**config.mk**
```make
export PLATFORM = sky130hd
export DESIGN_NAME = aux_sysctl_regs
export DESIGN_NICKNAME = d
export VERILOG_FILES = /design/src/rtl/aux_sysctl_pkg.sv /design/src/rtl/aux_rst_sync.sv /design/src/rtl/aux_reg.sv /design/src/rtl/aux_pwr_ctrl.sv /design/src/rtl/aux_sysctl_regs.sv
export SDC_FILE = /design/constraint.sdc
export NUM_CORES = 1
export LEC_CHECK = 0
export BUFFER_PORTS_ARGS = -buffer_cell sky130_fd_sc_hd__buf_2
export CAP_MARGIN = 5
export CORE_MARGIN = 2
export CORE_UTILIZATION = 55
export CTS_CLUSTER_DIAMETER = 80
export DETAILED_ROUTE_END_ITERATION = 7
export GPL_TIMING_DRIVEN = 1
export HOLD_SLACK_MARGIN = 0.05
export PLACE_DENSITY_LB_ADDON = 0.2
export SYNTH_ARGS = -nofsm -noshare
export SYNTH_HDL_FRONTEND = slang
export SYNTH_HIERARCHICAL = 1
export SYNTH_SLANG_ARGS = --single-unit
```
**constraint.sdc**
```tcl
create_clock -name clk -period 1.89 [get_ports clk]
set_clock_uncertainty 0.2 [all_clocks]
set_input_delay 0.189 -clock clk [delete_from_list [all_inputs] [get_ports clk]]
set_output_delay 0.189 -clock clk [all_outputs]
set_load 0.02 [all_outputs]
```
**src/rtl/aux_sysctl_pkg.sv**
```systemverilog
package aux_sysctl_pkg;
  localparam int NSEL     = 7;
  localparam int SEL_CFG  = 0;
  localparam int SEL_DIAG = 1;
  localparam int SEL_MDM  = 2;
  localparam int SEL_LED  = 3;
  localparam int SEL_SYS  = 4;
  localparam int SEL_AUX1 = 5;
  localparam int SEL_AUX2 = 6;

  localparam int CFG_PIE_BIT  = 3;
  localparam int AUX1_TC_BIT  = 1;
  localparam int AUX2_OFF_BIT = 0;
  localparam int AUX2_CLR_BIT = 1;
  localparam int AUX2_PF_BIT  = 5;
  localparam int SYS_CMD_BIT  = 0;
  localparam int SYS_STAT_BIT = 1;
endpackage

```
**src/rtl/aux_rst_sync.sv**
```systemverilog
module aux_rst_sync #(
  parameter int STAGES = 2
) (
  input  logic clk,
  input  logic rst_n,
  output logic rst_s_n
);
  logic [STAGES-1:0] chain_q;
  logic [STAGES-1:0] chain_nxt;

  always_comb chain_nxt = {chain_q[STAGES-2:0], 1'b1};

  always_ff @(posedge clk or negedge rst_n) begin
    if (!rst_n) chain_q <= '0;
    else        chain_q <= chain_nxt;
  end

  assign rst_s_n = chain_q[STAGES-1];
endmodule

```
**src/rtl/aux_reg.sv**
```systemverilog
module aux_reg #(
  parameter int           W         = 8,
  parameter bit           SPARE     = 1'b0,
  parameter logic [W-1:0] KEEP_MASK = '1
) (
  input  logic         clk,
  input  logic         rst_n,
  input  logic         we,
  input  logic [W-1:0] d,
  output logic [W-1:0] q
);
  logic [W-1:0] q_nxt;

  always_comb q_nxt = we ? (d & KEEP_MASK) : q;

  generate
    if (SPARE) begin : g_spare
      always_ff @(posedge clk) begin
        q <= q_nxt;
      end
    end else begin : g_clr
      always_ff @(posedge clk or negedge rst_n) begin
        if (!rst_n) q <= '0;
        else        q <= q_nxt;
      end
    end
  endgenerate
endmodule

```
**src/rtl/aux_pwr_ctrl.sv**
```systemverilog
module aux_pwr_ctrl
  import aux_sysctl_pkg::*;
#(
  parameter int BYTE_W = 8
) (
  input  logic              clk,
  input  logic              rst_n,
  input  logic              pf_i,
  input  logic              pie_i,
  input  logic              we_i,
  input  logic [BYTE_W-1:0] wd_i,
  output logic [BYTE_W-1:0] stat_o,
  output logic              pwroff_o
);
  logic pf_q, pf_nxt;
  logic pf_stat, pf_stat_nxt;
  logic off_bit, off_bit_nxt;
  logic off_pls, off_pls_nxt;
  logic pf_chg;

  always_comb begin
    pf_chg      = pf_i ^ pf_q;
    pf_nxt      = pf_i;
    pf_stat_nxt = pf_stat;
    if (we_i && wd_i[AUX2_CLR_BIT]) pf_stat_nxt = 1'b0;
    if (pf_chg)                     pf_stat_nxt = pf_i & pie_i;
    off_bit_nxt = we_i ? wd_i[AUX2_OFF_BIT] : off_bit;
    off_pls_nxt = we_i & wd_i[AUX2_OFF_BIT];
  end

  always_ff @(posedge clk or negedge rst_n) begin
    if (!rst_n) begin
      pf_q    <= 1'b0;
      pf_stat <= 1'b0;
      off_bit <= 1'b0;
      off_pls <= 1'b0;
    end else begin
      pf_q    <= pf_nxt;
      pf_stat <= pf_stat_nxt;
      off_bit <= off_bit_nxt;
      off_pls <= off_pls_nxt;
    end
  end

  always_comb begin
    stat_o               = '0;
    stat_o[AUX2_PF_BIT]  = pf_stat;
    stat_o[AUX2_OFF_BIT] = off_bit;
  end

  assign pwroff_o = off_pls;

  assert_pf_follow_R2: assert property (@(posedge clk) disable iff (!rst_n)
    pf_chg |=> (pf_stat == $past(pf_i && pie_i)));

  assert_pf_clear_R5: assert property (@(posedge clk) disable iff (!rst_n)
    (we_i && wd_i[AUX2_CLR_BIT] && !pf_chg) |=> !pf_stat);

  assert_off_stored_R6: assert property (@(posedge clk) disable iff (!rst_n)
    pwroff_o |-> off_bit);
endmodule

```
**src/rtl/aux_sysctl_regs.sv**
```systemverilog
module aux_sysctl_regs
  import aux_sysctl_pkg::*;
#(
  parameter int DATA_W = 32,
  parameter int BYTE_W = 8,
  parameter int LED_W  = 16,
  parameter int OFS_W  = 2
) (
  input  logic              clk,
  input  logic              rst_n,
  input  logic [NSEL-1:0]   reg_sel,
  input  logic [OFS_W-1:0]  reg_ofs,
  input  logic              wr_en,
  input  logic [DATA_W-1:0] wdata,
  output logic [DATA_W-1:0] rdata,
  input  logic              pwr_fail_i,
  output logic              pwr_irq_o,
  output logic              tc_pulse_o,
  output logic              pwroff_req_o,
  output logic              sysrst_req_o
);
  localparam logic [BYTE_W-1:0] AUX1_MASK = ~(BYTE_W'(1) << AUX1_TC_BIT);

  logic rst_s_n;
  logic [NSEL-1:0] we;
  logic ofs_zero, led_we, sys_we;
  logic [BYTE_W-1:0] cfg_q, diag_q, mdm_q, aux1_q, aux2_q;
  logic [LED_W-1:0]  led_q;
  logic              sys_flag_q;
  logic tc_q, tc_nxt, rst_req_q, rst_req_nxt;
  logic unused_wdata_hi;

  assign unused_wdata_hi = ^wdata[DATA_W-1:LED_W];

  aux_rst_sync #(.STAGES(2)) u_rsync (.clk(clk), .rst_n(rst_n), .rst_s_n(rst_s_n));

  always_comb begin
    for (int i = 0; i < NSEL; i++) we[i] = wr_en & reg_sel[i];
    ofs_zero = (reg_ofs == '0);
    led_we   = we[SEL_LED] & ofs_zero;
    sys_we   = we[SEL_SYS] & ofs_zero & wdata[SYS_CMD_BIT];
    tc_nxt      = we[SEL_AUX1] & wdata[AUX1_TC_BIT];
    rst_req_nxt = sys_we;
  end

  aux_reg #(.W(BYTE_W), .SPARE(1'b0)) u_cfg (.clk(clk), .rst_n(rst_s_n),
    .we(we[SEL_CFG]), .d(wdata[BYTE_W-1:0]), .q(cfg_q));
  aux_reg #(.W(BYTE_W), .SPARE(1'b1)) u_diag (.clk(clk), .rst_n(rst_s_n),
    .we(we[SEL_DIAG]), .d(wdata[BYTE_W-1:0]), .q(diag_q));
  aux_reg #(.W(BYTE_W), .SPARE(1'b0)) u_mdm (.clk(clk), .rst_n(rst_s_n),
    .we(we[SEL_MDM]), .d(wdata[BYTE_W-1:0]), .q(mdm_q));
  aux_reg #(.W(BYTE_W), .SPARE(1'b0), .KEEP_MASK(AUX1_MASK)) u_aux1 (.clk(clk),
    .rst_n(rst_s_n), .we(we[SEL_AUX1]), .d(wdata[BYTE_W-1:0]), .q(aux1_q));
  aux_reg #(.W(LED_W), .SPARE(1'b1)) u_led (.clk(clk), .rst_n(rst_s_n),
    .we(led_we), .d(wdata[LED_W-1:0]), .q(led_q));
  aux_reg #(.W(1), .SPARE(1'b1)) u_sysflag (.clk(clk), .rst_n(rst_s_n),
    .we(sys_we), .d(1'b1), .q(sys_flag_q));

  aux_pwr_ctrl #(.BYTE_W(BYTE_W)) u_pwr (
    .clk(clk), .rst_n(rst_s_n), .pf_i(pwr_fail_i), .pie_i(cfg_q[CFG_PIE_BIT]),
    .we_i(we[SEL_AUX2]), .wd_i(wdata[BYTE_W-1:0]), .stat_o(aux2_q),
    .pwroff_o(pwroff_req_o));

  always_ff @(posedge clk or negedge rst_s_n) begin
    if (!rst_s_n) begin
      tc_q      <= 1'b0;
      rst_req_q <= 1'b0;
    end else begin
      tc_q      <= tc_nxt;
      rst_req_q <= rst_req_nxt;
    end
  end

  assign tc_pulse_o   = tc_q;
  assign sysrst_req_o = rst_req_q;
  assign pwr_irq_o    = aux2_q[AUX2_PF_BIT] & cfg_q[CFG_PIE_BIT];

  always_comb begin
    rdata = '0;
    if (reg_sel[SEL_CFG])  rdata[BYTE_W-1:0] = rdata[BYTE_W-1:0] | cfg_q;
    if (reg_sel[SEL_DIAG]) rdata[BYTE_W-1:0] = rdata[BYTE_W-1:0] | diag_q;
    if (reg_sel[SEL_MDM])  rdata[BYTE_W-1:0] = rdata[BYTE_W-1:0] | mdm_q;
    if (reg_sel[SEL_AUX1]) rdata[BYTE_W-1:0] = rdata[BYTE_W-1:0] | aux1_q;
    if (reg_sel[SEL_AUX2]) rdata[BYTE_W-1:0] = rdata[BYTE_W-1:0] | aux2_q;
    if (reg_sel[SEL_LED] && ofs_zero) rdata[LED_W-1:0] = rdata[LED_W-1:0] | led_q;
    if (reg_sel[SEL_SYS] && ofs_zero) rdata[SYS_STAT_BIT] = rdata[SYS_STAT_BIT] | sys_flag_q;
  end

  assert_tc_cause_R3: assert property (@(posedge clk) disable iff (!rst_s_n)
    tc_pulse_o |-> $past(wr_en && reg_sel[SEL_AUX1] && wdata[AUX1_TC_BIT]));

  assert_tc_not_stored_R3: assert property (@(posedge clk) disable iff (!rst_s_n)
    !aux1_q[AUX1_TC_BIT]);

  assert_rst_flag_R7: assert property (@(posedge clk) disable iff (!rst_s_n)
    sysrst_req_o |-> sys_flag_q);

  assert_quiet_read_R11: assert property (@(posedge clk) disable iff (!rst_s_n)
    !wr_en |=> !(tc_pulse_o || pwroff_req_o || sysrst_req_o));
endmodule

```
# Word level (Yosys, flattened, before mapping)
# Cells that the tools add are included.
dict set report op_classes {
  mux 9
  bitwise_logic 20
  reduce_logical 5
}
# operator count
set ops {}
lappend ops {{2-to-1 mux 8 bit} 5}
lappend ops {{bitwise OR 8 bit} 3}
lappend ops {{2-to-1 mux 16 bit} 1}
lappend ops {{bitwise OR 8 x 16 -> 16 bit} 1}
lappend ops {{bitwise AND 1 bit} 14}
lappend ops {{bitwise OR 8 x 6 -> 8 bit} 1}
lappend ops {{logical AND 1 bit} 3}
lappend ops {{2-to-1 mux 1 bit} 3}
lappend ops {{zero test 2 bit} 1}
lappend ops {{nonzero test 2 bit} 1}
lappend ops {{XOR 1 bit} 1}
dict set report totals {
  ff_bits 55
  inputBits 45
  output_inout_bits 36
  elab_cells 46
}

# Logic depth before layout (Yosys ltp)
dict set report depth {
  depth_word 12
  mapped_depth 5
  mapped_depth_nobuf 4
}

# By module
# Netlist, hierarchy kept.
# module instances cells_each area_per_inst_um2 seq_area_each_um2
set by_module_without_submodules {}
lappend by_module_without_submodules {{aux_reg (u_cfg ...)} 2 17 331.6 200.2}
lappend by_module_without_submodules {aux_sysctl_regs 1 79 609.3 50.0}
lappend by_module_without_submodules {{aux_reg (u_led)} 1 16 480.5 480.5}
lappend by_module_without_submodules {{aux_reg (u_aux1)} 1 17 302.8 175.2}
lappend by_module_without_submodules {{aux_reg (u_diag)} 1 8 240.2 240.2}
lappend by_module_without_submodules {aux_pwr_ctrl 1 19 214.0 100.1}
lappend by_module_without_submodules {aux_rst_sync 1 3 53.8 50.0}
lappend by_module_without_submodules {{aux_reg (u_sysflag)} 1 1 30.0 30.0}

# Least setup slack after synthesis
# No wires, ideal clock.
dict set report synth_path {
  path_type {input to register}
  from {input reg_ofs[1]}
  to {register u_led.q[0] (enable)}
  setup_ns 0.374
  arrival_time_ns 0.975
  t_required_ns 1.316
  slack_ns 0.341
  path_stages 2
  path_buffers 0
  cell_sequence {nor3b_2 and2_1}
}
dict set report synth_between {
  elab_chain_cells 2
}
# item line
set synth_rtl {}
lappend synth_rtl {{start, declared} aux_sysctl_regs.sv:12} ;# input logic [OFS_W-1:0] reg_ofs,
lappend synth_rtl {{zero test 2 bit} aux_sysctl_regs.sv:39} ;# ofs_zero = (reg_ofs == '0);
lappend synth_rtl {{bitwise AND 1 bit} aux_sysctl_regs.sv:40} ;# led_we = we[SEL_LED] & ofs_zero;
lappend synth_rtl {{named net led_we} aux_sysctl_regs.sv:26} ;# logic ofs_zero, led_we, sys_we;
lappend synth_rtl {{end signal, assigned} aux_reg.sv:19} ;# q <= q_nxt;
lappend synth_rtl {{end, declared} aux_reg.sv:10} ;# output logic [W-1:0] q
# The timed path passes the listed nets, and every way through them passes these cells.
# A chain may end at the register's enable or synchronous reset.

==> impl_metrics.tcl <==
set metrics [dict create \
    grt_overflow_total 0 \
    crit_chain "dlygate4sd3_1 > clkbuf_4 > nand3_1 > dlygate4sd3_1 > nor2_2" \
    tns_ns 0 \
    grt_start_max_net_pins 30 \
    synth_compound_area_share_pct 9.99 \
    ant_nets 0 \
    h-tree-depth 2 \
    muxShareOfSynthArea_pct 14.1 \
    avgSynthCellArea_um2 14.7 \
    power.density_nw_per_um2 818 \
    wl_um 5320 \
    hp-class "reg -> async" \
    antenna_found_initial 0 \
    netlist_area_um2 2590 \
    finalCriticalPeriod_ns 1.85 \
    synth_top_family_by_area "multiplexers" \
    start_kind "primary input" \
    grtUsageTotal_pct 22.4 \
    crit_path_max_fanout 8 \
    synth_xor_area_share_pct 0 \
    cts_buffer_depth 2 \
    synth_warnings 6 \
    placed_cell_area_um2 2790 \
    slowest_delay_ns 0.57 \
    multiInputGateArea_um2 871 \
    dr.pass1.iters 5 \
    final_common_cell "buf_2" \
    fp.dieH_um 72.7 \
    cp.buffers_inverters 3 \
    ir_drop_mv 0.515 \
    clock-sinks 56 \
    vias_per_cell 5.20 \
    synth.distinct_cells 24 \
    p_leak_uw 0.00144 \
    seqCellArea_um2 1530 \
    drive_gt1_share_pct 39.9 \
    dieWidth_um 72.7 \
    fin_nets 297 \
    gp_congestion 0.766 \
    ios 81 \
    synth_fa_ha_area_share_pct 0 \
    report.final.hold_viol_count 0 \
    drv_cap 0 \
    crit_arrival_ns 1.67 \
    numCtsBuffers 5 \
    synthSimpleGateAreaFrac_pct 5.74 \
    yosysSeqAreaShare_pct 58.9 \
    syn_inst 177 \
    die_area_um2 5280 \
    clkTransAtPathRegs_ns 0.09 \
    n_fill_cell 317 \
    first_iter_violations 117 \
    initial_core_util_pct 58.4 \
    synth_top_area_share_pct 29.9 \
    wl_per_cell_um 17.4 \
    synth_seq_cells 56 \
    core_um2 4440 \
    outcome "finished, final reports clean" \
    root_buffer "clkbuf_8" \
    drc 0 \
    critPathTopFamily "buffers and inverters" \
    area_growth_pct 21.1 \
    route.vias.total 1586 \
    io_buffers 48 \
    finalCritPeriodShare_pct 97.6 \
    diodes 0 \
    grt_first_pass_wirelength_um 8660 \
    post-dp-hpwl_um 3490 \
    final_cells 305 \
    crit_top_cell "dlygate4sd3_1" \
    synth_top_area_cell "dfrtp_1" \
    mostFrequentLayoutCells "buf_2 (46), dfrtp_1 (31), conb_1 (25), edfxtp_1 (25), dlygate4sd3_1 (24)" \
    finalMaxSlewViolations 0 \
    dpl.cell_count 272 \
    crit_type "in -> reg" \
    grt_pass1_vias 1706 \
    critPathSlowestCell "dlygate4sd3_1" \
    clock.fmax_mhz 542 \
    setup_viol 0 \
    cts_tree "done" \
    rows 24 \
    clkLatencyLatePin_ns 0.30 \
    critical_path.endpoint_type "flop" \
    cp.required_ns 1.71 \
    synth_area_leaders "dfrtp_1 (30%), edfxtp_1 (29%), mux2_4 (13%)" \
    final_area_um2 3140 \
]
-- area by class of cell --
class | instances | share of cell area, %
inverter | 7 | 0.836
clock inverter | 2 | 0.319
clock buffer | 6 | 2.63
multi-input combinational | 100 | 27.7
timing repair buffer | 82 | 17.8
sequential | 56 | 48.6
tap | 52 | 2.07
-- kinds of logic after synthesis --
| logic type | Yosys count |
|---|---|
| AO/OA/AOI/OAI | 27 |
| buffers and inverters | 41 |
| flip-flops | 56 |
| multiplexers | 25 |
| other | 5 |
| AND/OR/NAND/NOR | 23 |
-- timing repair --
action | CTS | global route
setup endpoints to repair | 0 | 2
endpoints found under the hold margin | 55 | 0
hold buffers | 24 | 0
buffers inserted | 0 | 1
resized for setup | 0 | 3
-- path summary, 6_finish.rpt --
path	from	to	slack, ns	cells past startpoint
setup / recovery	wdata[0]	u_sysflag/q$_DFFE_PP_	0.04	5
hold / removal	u_rsync/chain_q[1]$_DFF_PN0_	u_aux1/q[3]$_DFFE_PN0P_	0.05	1
setup reg to reg	u_pwr/pf_stat$_DFFE_PN0P_	u_pwr/pf_stat$_DFFE_PN0P_	0.82	3
hold reg to reg	u_rsync/chain_q[1]$_DFF_PN0_	u_aux1/q[3]$_DFFE_PN0P_	0.05	1
max in group asynchronous	rst_n	u_rsync/chain_q[0]$_DFF_PN0_	0.86	3
min in group clk	reg_sel[5]	tc_pulse_o$_DFF_PN0_	0.08	2
-- Yosys cell counts --
master and n:
o211ai_1 1, and3_1 1, mux2i_1 1, inv_1 7
buf_6 3, or2_1 1, nand3_1 2, a222oi_1 8
a21boi_2 1, mux2_2 1, and2_1 15, edfxtp_1 25
buf_4 26, clkbuf_1 5, conb_1 5, o211ai_2 7
nor3b_2 1, mux2_4 23, o21ai_1 1, and2_2 1
nor2_1 1, dfrtp_1 31, a22oi_1 9, or3b_1 1
-- per-stage QoR --
step           worst slack [ns]  hold slack, ns  power, uW  util (%)
5_1_grt                -0.00362          0.0750       2690      70.7
3_3_place_gp              0.165          -0.226       1880      62.9
2_1_floorplan             0.341          -0.307       1800         -
3_5_place_dp              0.174          -0.226       1900      62.9
6_report                 0.0446          0.0484       2570      70.7
4_1_cts                  0.0439          0.0711       2590      70.4
-- metal layers --
layer  track usage (%)  wire length [um]  vias up
met4              5.76                49        0
met5                 0                 0        -
met2              38.6              2890       47
met3              4.97               271        6
met1              28.7              2110      799
li1                  -                 -      734
-- registers in the layout (all words and copies together), names as in the netlist --
signal and flops:
u_aux1/q 7, u_pwr/pf_stat 1, u_rsync/chain_q 2, u_pwr/off_bit 1, u_led/q 16, u_cfg/q 8
u_mdm/q 8, sysrst_req_o 1, tc_pulse_o 1, u_diag/q 8, u_pwr/pf_q 1, u_pwr/pwroff_o 1
u_sysflag/q 1
-- where the power goes --
group	switching, uW	internal, uW
clock network	365	293
logic	230	246
registers	56.7	1380
total	651	1920
(Power assumes the default switching activity.)
